File: config.mk
export PLATFORM = sky130hd
export DESIGN_NAME = bitcount_seq
export DESIGN_NICKNAME = d
export VERILOG_FILES = /design/src/rtl/bc_pkg.sv /design/src/rtl/bc_shreg.sv /design/src/rtl/bc_tally.sv /design/src/rtl/bc_ctrl.sv /design/src/rtl/bitcount_seq.sv
export SDC_FILE = /design/constraint.sdc
export NUM_CORES = 1
export LEC_CHECK = 0
export BUFFER_PORTS_ARGS = -buffer_cell sky130_fd_sc_hd__buf_2
export CORE_AREA = 2 2 71 73
export DETAILED_ROUTE_END_ITERATION = 8
export DIE_AREA = 0 0 73 75
export GPL_TIMING_DRIVEN = 0
export HOLD_SLACK_MARGIN = 0.15
export PLACE_DENSITY_LB_ADDON = 0.25
export SLEW_MARGIN = 30
export SYNTH_ARGS = -nofsm -noshare
export SYNTH_HDL_FRONTEND = slang
export SYNTH_SLANG_ARGS = --single-unit
File: constraint.sdc
create_clock -name clk -period 1.7 [get_ports clk]
set_clock_uncertainty 0.2 [all_clocks]
set_input_delay 0.085 -clock clk [delete_from_list [all_inputs] [get_ports clk]]
set_output_delay 0.085 -clock clk [all_outputs]
set_load 0.02 [all_outputs]
File: src/rtl/bc_pkg.sv
package bc_pkg;

  typedef enum logic [3:0] {
    ST_IDLE   = 4'b0001,
    ST_EXAM   = 4'b0010,
    ST_SHIFT  = 4'b0100,
    ST_SETTLE = 4'b1000
  } bc_state_e;

endpackage

File: src/rtl/bc_shreg.sv
module bc_shreg #(
  parameter int WIDTH = 16
) (
  input  logic             clk,
  input  logic             rst,
  input  logic             load_i,
  input  logic             shift_i,
  input  logic [WIDTH-1:0] data_i,
  output logic             lsb_o,
  output logic             zero_o
);

  logic [WIDTH-1:0] word_q;

  always_ff @(posedge clk) begin
    if (rst) begin
      word_q <= '0;
    end else if (load_i) begin
      word_q <= data_i;
    end else if (shift_i) begin
      word_q <= {1'b0, word_q[WIDTH-1:1]};
    end
  end

  assign lsb_o  = word_q[0];
  assign zero_o = ~|word_q;

endmodule

File: src/rtl/bc_tally.sv
module bc_tally #(
  parameter int CW = 5
) (
  input  logic          clk,
  input  logic          rst,
  input  logic          clear_i,
  input  logic          inc_i,
  output logic [CW-1:0] count_o
);

  logic [CW-1:0] cnt_q;

  always_ff @(posedge clk) begin
    if (rst || clear_i) begin
      cnt_q <= '0;
    end else if (inc_i) begin
      cnt_q <= cnt_q + 1'b1;
    end
  end

  assign count_o = cnt_q;

endmodule

File: src/rtl/bc_ctrl.sv
module bc_ctrl
  import bc_pkg::*;
(
  input  logic clk,
  input  logic rst,
  input  logic start_i,
  input  logic zero_i,
  input  logic lsb_i,
  output logic load_o,
  output logic inc_o,
  output logic shift_o,
  output logic ready_o,
  output logic done_o
);

  bc_state_e state_q, state_d;
  logic      done_q;

  always_comb begin
    state_d = state_q;
    unique case (state_q)
      ST_IDLE:   if (start_i) state_d = ST_EXAM;
      ST_EXAM:   state_d = zero_i ? ST_IDLE : ST_SHIFT;
      ST_SHIFT:  state_d = ST_SETTLE;
      ST_SETTLE: state_d = ST_EXAM;
      default:   state_d = ST_IDLE;
    endcase
  end

  always_ff @(posedge clk) begin
    if (rst) begin
      state_q <= ST_IDLE;
      done_q  <= 1'b0;
    end else begin
      state_q <= state_d;
      if (load_o) begin
        done_q <= 1'b0;
      end else if (state_q == ST_EXAM && zero_i) begin
        done_q <= 1'b1;
      end
    end
  end

  assign load_o  = (state_q == ST_IDLE) && start_i;
  assign inc_o   = (state_q == ST_EXAM) && lsb_i;
  assign shift_o = (state_q == ST_SHIFT);
  assign ready_o = (state_q == ST_IDLE);
  assign done_o  = done_q;

endmodule

File: src/rtl/bitcount_seq.sv
module bitcount_seq #(
  parameter  int WIDTH = 16,
  localparam int CW    = $clog2(WIDTH + 1)
) (
  input  logic             clk,
  input  logic             rst,
  input  logic             start,
  input  logic [WIDTH-1:0] data,
  output logic [CW-1:0]    count,
  output logic             ready,
  output logic             done
);

  logic load, inc, shift, lsb, zero;

  bc_ctrl u_ctrl (
    .clk     (clk),
    .rst     (rst),
    .start_i (start),
    .zero_i  (zero),
    .lsb_i   (lsb),
    .load_o  (load),
    .inc_o   (inc),
    .shift_o (shift),
    .ready_o (ready),
    .done_o  (done)
  );

  bc_shreg #(.WIDTH(WIDTH)) u_shreg (
    .clk     (clk),
    .rst     (rst),
    .load_i  (load),
    .shift_i (shift),
    .data_i  (data),
    .lsb_o   (lsb),
    .zero_o  (zero)
  );

  bc_tally #(.CW(CW)) u_tally (
    .clk     (clk),
    .rst     (rst),
    .clear_i (load),
    .inc_i   (inc),
    .count_o (count)
  );

endmodule

# Yosys cells after proc, flatten, opt, wreduce, memory -nomap -nowiden
# Cells that the tools add are included.
[totals]
ff_bits = 26
inputBits = 19
output_inout_bits = 7
wordCells = 23
[op_classes]
addsub = 1
n_eq_ne = 5
muxes = 5
reduce_logical = 8
[ops]
columns = ["op", "n"]
rows = [
  ["$mux W16", 2],
  ["$pmux W4 S4", 1],
  ["$reduce_or A16 Y1", 1],
  ["$add A5 B1 Y5 const B", 1],
  ["$eq A4 B1 Y1 const B", 1],
  ["$eq A4 B2 Y1 const B", 1],
  ["$eq A4 B3 Y1 const B", 1],
  ["$eq A4 B4 Y1 const B", 1],
  ["$mux W4", 1],
  ["$logic_and A1 B1 Y1", 3],
  ["$mux W3", 1],
  ["$ne A2 B2 Y1 const B", 1],
  ["$reduce_bool A2 Y1", 1],
  ["$reduce_or A2 Y1", 1],
  ["$logic_not A1 Y1", 1],
  ["$logic_or A1 B1 Y1", 1],
]

# Logic depth before layout (Yosys ltp)
# Gate-level depths: netlist of run 1.
[logic_depth]
depth_word = 3
mapped_depth = 7
mapped_depth_nobuf = 5

# Hierarchy
# From an unflattened synthesis of run 1, not the netlist that was laid out.
[hier_totals]
hier_cells = 123
area_unflattened_um2 = 1282.5
[by_module_without_submodules]
columns = ["module", "n_inst", "cells_each", "area_per_inst_um2", "seq_area_each_um2"]
rows = [
  ["bc_shreg", 1, 76, 798.3, 320.3],
  ["bc_ctrl", 1, 24, 245.2, 100.1],
  ["bc_tally", 1, 23, 239.0, 100.1],
]

# Worst setup path after synthesis of run 1
# No wires, ideal clock.
[synth_path]
path_kind = "register to register"
start = "register u_ctrl.state_q[3]"
end = "register u_shreg.word_q[0]"
setup_ns = 0.071
t_arrival_ns = 1.573
required_ns = 1.429
setup_slack_ns = -0.144
path_stages_with_launch = 8
n_path_buf = 3
synth_period_minus_slack_ns = 1.844
path_cell_list = "dfxtp_1 > clkbuf_2 > nor4b_4 > and2_1 > buf_2 > buf_2 > a22oi_1 > a21oi_1"
[synth_via]
elab_chain_cells = 3
word_cells_on_any_way = 5
classes_between = "eq/ne: 2; mux: 1; reduce/logical: 2"
[synth_lines]
columns = ["element", "line", "source"]
rows = [
  ["from (decl)", "bc_ctrl.sv:16", "bc_state_e state_q, state_d;"],
  ["from (signal assigned)", "bc_ctrl.sv:35", "state_q <= state_d;"],
  ["$eq A4 B1 Y1 (*)", "n/a", ""],
  ["named net ready", "bitcount_seq.sv:10", "output logic ready,"],
  ["$logic_and A1 B1 Y1 (*)", "bc_ctrl.sv:44", "assign load_o = (state_q == ST_IDLE) && start_i;"],
  ["$mux W16 or $reduce_bool A2 Y1 (tied branches)", "n/a", ""],
  ["to (signal assigned)", "bc_shreg.sv:19", "word_q <= data_i;"],
  ["to (signal assigned)", "bc_shreg.sv:21", "word_q <= {1'b0, word_q[WIDTH-1:1]};"],
  ["to (decl)", "bc_shreg.sv:13", "logic [WIDTH-1:0] word_q;"],
]
# Mark *: on every way through the listed nets, which the timed path passes. The rest lies on a longest branch.
# A chain may end at the register's enable or synchronous reset.

# Final worst setup path of run 1
[layout_path]
start = "register u_ctrl.state_q[3]"
end = "register u_ctrl.state_q[2]"
[layout_via]
elab_chain_cells = 2
word_cells_on_any_way = 6
classes_between = "eq/ne: 5; mux: 1"
[layout_lines]
columns = ["element", "line", "source"]
rows = [
  ["$eq A4 B4 Y1 (tied with other cells)", "bc_ctrl.sv:21", "unique case (state_q)"],
  ["$pmux W4 S4 or $ne A2 B2 Y1 (tied branches)", "n/a", ""],
]
# Several ways; a longest one is shown, not always the timed one.

==> results of run 1 <==
-- state kept, by name, summed over array words and instances, names as in the netlist --
register,flops
u_ctrl.done_o,1
u_tally.count_o,5
u_ctrl.state_q,4
u_shreg.word_q,16
-- power breakdown --
part	internal (mW)	switching, mW
Sequential	0.665	0.0683
Combinational	0.259	0.203
Clock	0.158	0.179
Total	1.08	0.450
-- synthesized netlist by cell type --
master    count  share of area [%]
mux2i_1       1               0.89
xnor2_1       2                1.6
and4_1        1               0.78
nor3_1        7                3.1
nor4_1        5                2.8
buf_2         3                1.3
nand2b_1      1               0.56
nor2b_1       1               0.56
dfxtp_1      26                 46
or2_2         1               0.56
clkbuf_1      4                1.3
nand3_1       3                1.3
nor2_1        1               0.33
a21o_1        1               0.67
nor3b_1       2                1.3
a22oi_1      15                 10
clkbuf_2      1               0.45
or3b_2        1               0.78
a21oi_1      18                8.0
and3_1        2                1.1
nor4b_4       2                4.2
and2_1        1               0.56
nand2_1      17                5.7
ha_1          1                1.1
nor4b_2       1                1.3
xor2_1        4                3.1
-- critical path, delay by kind of cell, from the launching register on --
kind	cells	cell delay (ps)
buffers and inverters	1	180
flip-flops	1	380
AND/OR/NAND/NOR	4	760
-- worst paths after layout --
check                                        from  slack (ps)  cells after the start                end
worst min register to register  u_shreg.word_q[6]         280                      2  u_shreg.word_q[6]
worst max-delay path            u_ctrl.state_q[3]          80                      5  u_ctrl.state_q[2]
worst min-delay path            u_shreg.word_q[6]         280                      2  u_shreg.word_q[6]
worst max register to register  u_ctrl.state_q[3]          80                      5  u_ctrl.state_q[2]
-- logic make-up (layout without fill, tap and decap cells) --
kind of cell | Yosys count | count (layout)
mux | 1 | 1
compound gates | 34 | 34
flops | 26 | 26
simple gates | 46 | 46
fa+ha+maj | 1 | 1
buf+inv | 8 | 63
xor+xnor | 6 | 6
-- stage by stage --
stage	setup TNS (ps)	setup WS (ps)
finish	0	75.2
detailed placement	-4010	-320
CTS	-21.4	-15.4
global route	-143	-25.7
floorplan	-1420	-109
global placement	-3370	-298
-- area by class of cell --
cell class              count  share of cell area [%]
plain buffers               6                    3.14
repair buffers             54                    23.9
flip-flops and latches     26                    30.9
multi-input cells          88                    35.7
clock buffers               3                    2.41
well taps                  54                    3.94
-- per-layer routing --
metal  share of wire (%)  wire length (um)  track usage, %
met5                   0                 0               0
met4                0.63                19            4.32
met3                 3.4               102            1.34
met2                  50              1520            20.1
met1                  46              1390            14.5
-- what timing repair did --
action / in CTS / in global routing
gates cloned: 0 / 1
gates resized for setup: 10 / 12
setup buffers: 4 / 6
pin swaps: 3 / 7
endpoints found under the hold margin: 22 / 0
setup endpoints to repair: 22 / 22
hold buffers: 18 / 0
==> flow_metrics.env, run 1 <==
export IMPL_cp_end_kind="flop"
export IMPL_track_usage_pct=11.5
export IMPL_hpwl_um=2030
export IMPL_drtIter0Drc=25
export IMPL_synth_seq_cells=26
export IMPL_dp_cells=201
export IMPL_routed_wirelength_um=3030
export IMPL_io_buffer_count=25
export IMPL_grt_pass1_vias=1111
export IMPL_final_common_cell="buf_2"
export IMPL_syn_area_per_cell_sq_um=9.20
export IMPL_gr_total_overflow=0
export IMPL_synthCells=122
export IMPL_synth_area_sq_um=1120
export IMPL_rsz0062_at_grt="true"
export IMPL_cts_tree="done"
export IMPL_cp_arrival_ps=1580
export IMPL_final_cells=231
export IMPL_seq_area_sq_um=531
export IMPL_start_kind="flop"
export IMPL_grt_pass1_wl_um=5030
export IMPL_path_class="flop to flop"
export IMPL_drcViolationCount=0
export IMPL_setup_violations_final=0
export IMPL_synth_compound_area_share_pct=18.7
export IMPL_dieArea_sq_um=5480
export IMPL_fin_crit_sh_pct=95.6
export IMPL_final_nets=199
export IMPL_synthAdderAreaFrac_pct=1.11
export IMPL_power_mw=1.53
export IMPL_die_h_um=75
export IMPL_num_io_pins=26
export IMPL_cts_max_level=1
export IMPL_placed_area_sq_um=1350
export IMPL_synth_simple_area_share_pct=25.1
export IMPL_ys_warn_count=0
export IMPL_slew_viol_final=0
export IMPL_clk_latency_ps=260
export IMPL_antenna_found_initial=0
export IMPL_ant_nets=0
export IMPL_ir_drop_uv=455
export IMPL_synth_mux_area_share_pct=0.892
export IMPL_multi_input_area_sq_um=612
export IMPL_cts_buffers_inserted=3
export IMPL_clk_pin_slew_worst_paths_ps=90
export IMPL_syn_nets=142
export IMPL_n_antenna_cell=0
export IMPL_core_area_sq_um=4660
export IMPL_worstPathMaxFanout=4
export IMPL_wl_per_cell_um=13.1
export IMPL_cap_violations=0
export IMPL_synth_top_family_by_area="simple AND/OR/NAND/NOR gates"
export IMPL_postLayoutCellArea_sq_um=1710
export IMPL_fmax_mhz=615
export IMPL_grt_max_degree=14
export IMPL_worstPathCellList="nor4b_4 > buf_4 > nor2b_1 > or2_2 > nor3b_1"
export IMPL_via_per_inst=4.77
export IMPL_vias=1101
export IMPL_hp_class="flop to flop"
export IMPL_max_stage_delay_ps=380
export IMPL_fp_dieW_um=73
export IMPL_ys_seq_area_share_pct=46.4
export IMPL_area_delta_synth_final_pct=52.7
export IMPL_whs_ps=279
export IMPL_fin_crit_ps=1620
export IMPL_worstMarginPinSlew_ps=485
export IMPL_start_util_pct=24.1
export IMPL_hold_viol_final=0
export IMPL_cellLeakagePower_nw=0.672
export IMPL_slew_headroom_pct=67.7
export IMPL_cts_buffer_depth=2
export IMPL_status="finished, final reports clean"
export IMPL_nFillCells=470
export IMPL_cp_required_ps=1650
export IMPL_root_buffer="clkbuf_8"
export IMPL_ys_types=26
export IMPL_synth_xor_area_share_pct=4.68
export IMPL_critPathSlowestCell="dfxtp_4"
export IMPL_utilization_pct=36.8
export IMPL_dr_pass1_iters=4
export IMPL_power_per_cell_area_nw_per_um2=894
export IMPL_drive_gt1_share_pct=33.9
export IMPL_globalplace_congestion=0.757
export IMPL_cts_sinks=26
export IMPL_final_cell_mix="25 x buf_2, 22 x dfxtp_1, 18 x dlygate4sd3_1"
export IMPL_fp_row_count=25
Note: power is estimated with default switching activity, not from simulation.
==> run 2, diff against run 1 <==
--- a/config.mk
+++ b/config.mk
@@ -12,6 +12,7 @@
 export GPL_TIMING_DRIVEN = 0
 export HOLD_SLACK_MARGIN = 0.15
 export PLACE_DENSITY_LB_ADDON = 0.25
+export SETUP_SLACK_MARGIN = 0.2
 export SLEW_MARGIN = 30
 export SYNTH_ARGS = -nofsm -noshare
 export SYNTH_HDL_FRONTEND = slang
==> flow_metrics.env, run 2 (synthesis results as in run 1) <==
export IMPL_fin_ws_ps=49.6
export IMPL_sequentialPowerShare_pct=44.4
export IMPL_worstMarginPinSlew_ps=568
export IMPL_track_usage_pct=11.9
export IMPL_grt_pass1_wl_um=5060
export IMPL_globalplace_congestion=0.775
export IMPL_core_area_sq_um=4660
export IMPL_cts_buffer_depth=2
export IMPL_final_common_cell="buf_2"
export IMPL_drcViolationCount=0
export IMPL_fin_crit_sh_pct=97.1
export IMPL_final_nets=203
export IMPL_place_ws_ps=-379
export IMPL_dr_pass1_iters=4
export IMPL_dieArea_sq_um=5480
export IMPL_drive_gt1_share_pct=43.1
export IMPL_pwr_share_comb_pct=35.1
export IMPL_hold_start="start"
export IMPL_whs_ps=171
export IMPL_cp_arrival_ps=1620
export IMPL_ant_nets=0
export IMPL_clk_pin_slew_worst_paths_ps=90
export IMPL_grt_pass1_vias=1091
export IMPL_cp_required_ps=1670
export IMPL_path_class="flop to flop"
export IMPL_setup_violations_final=0
export IMPL_seq_area_sq_um=531
export IMPL_drtIter0Drc=39
export IMPL_fp_row_count=25
export IMPL_slew_viol_final=0
export IMPL_cts_sinks=26
export IMPL_fp_dieW_um=73
export IMPL_clk_latency_ps=260
export IMPL_p_switching_mw=0.488
export IMPL_hpwl_um=2040
export IMPL_start_util_pct=24.1
export IMPL_vias=1121
export IMPL_grt_max_degree=14
export IMPL_cts_buffers_inserted=3
export IMPL_multi_input_area_sq_um=707
export IMPL_cellLeakagePower_nw=0.731
export IMPL_worstPathMaxFanout=5
export IMPL_cts_max_level=1
export IMPL_die_h_um=75
export IMPL_hold_viol_final=0
export IMPL_root_buffer="clkbuf_8"
export IMPL_n_antenna_cell=0
export IMPL_gr_total_overflow=0
export IMPL_fmax_mhz=606
export IMPL_regMostFlops="u_shreg.word_q"
export IMPL_status="finished, final reports clean"
export IMPL_holdPathStages=5
export IMPL_area_delta_synth_final_pct=68.6
export IMPL_intPower_mw=1.17
export IMPL_fin_crit_ps=1650
export IMPL_final_cell_mix="24 x buf_2, 22 x dfxtp_1, 18 x dlygate4sd3_1"
export IMPL_slew_headroom_pct=62.1
export IMPL_p_clk_share_pct=20.6
export IMPL_power_per_cell_area_nw_per_um2=874
export IMPL_start_kind="flop"
export IMPL_largest_register_ffs=16
export IMPL_num_io_pins=26
export IMPL_antenna_found_initial=0
export IMPL_cp_end_kind="flop"
export IMPL_ir_drop_uv=341
export IMPL_cp_startpoint="u_ctrl.state_q[0]"
export IMPL_cap_violations=0
export IMPL_nFillCells=453
export IMPL_hp_class="primary input to flop"
export IMPL_routed_wirelength_um=3070
export IMPL_switching_share_pct=29.5
export IMPL_cts_tree="done"
export IMPL_rsz0062_at_grt="true"
export IMPL_rr_worst_depth=6
export IMPL_r2r_start="u_ctrl.state_q[0]"
export IMPL_wl_per_cell_um=13.1
export IMPL_io_buffer_count=25
export IMPL_via_per_inst=4.77
-- run 2: power groups by stage --
stage | sequential [mW] | combinational [mW] | clock, mW
detailed placement | 0.736 | 0.334 | 0
global route | 0.742 | 0.625 | 0.375
finish | 0.734 | 0.580 | 0.340
global placement | 0.734 | 0.328 | 0
CTS | 0.730 | 0.547 | 0.355
floorplan | 0.723 | 0.249 | 0
-- run 2: final cells by class --
class                   count  area share, %
flip-flops and latches     26           28.0
clock buffers               3           2.18
multi-input cells          88           37.4
well taps                  54           3.57
plain buffers               8           5.09
repair buffers             56           23.7
-- run 2: worst paths after layout --
check / endpoint / slack (ps)
setup reg to reg: u_ctrl.state_q[1] / 50
hold reg to reg: u_shreg.word_q[3] / 290
hold / removal: u_shreg.word_q[15] / 170
setup / recovery: u_ctrl.state_q[1] / 50
-- run 2: through the flow --
stage          instances  area, sq um  util (%)  setup TNS [ps]  power, mW
5_1_grt              235         1890      40.6           -57.8       1.74
4_1_cts              235         1830      39.4               0       1.63
6_report             235         1890      40.6               0       1.65
3_3_place_gp         201         1380      29.6           -3630       1.06
3_5_place_dp         201         1380      29.6           -4910       1.07
2_1_floorplan        122         1180         -           -1460      0.973
-- run 2: what timing repair did --
| item | in CTS | in global routing |
|---|---|---|
| buffers inserted | 12 | 0 |
| endpoints found under the setup margin | 27 | 27 |
| gates cloned | 1 | 0 |
| pin swaps | 12 | 12 |
| hold buffers | 18 | 0 |
| hold endpoints to repair | 22 | 0 |
| gates resized for setup | 28 | 15 |
-- run 2: worst max-delay path, cell delays in order, from the launching register on --
cell	delay (ps)
dfxtp_4	380
nor4b_4	140
buf_4	150
buf_6	110
nor2b_4	120
or2_4	250
nor4_2	200
-- run 2: routing by layer --
metal  up-vias  GRT usage (%)  part of all wire [%]
li1        566              -                     -
met1       533           14.9                    46
met2        20           20.9                    50
met3         2           1.74                   2.7
met4         0           3.70                  0.62
met5         -              0                     0
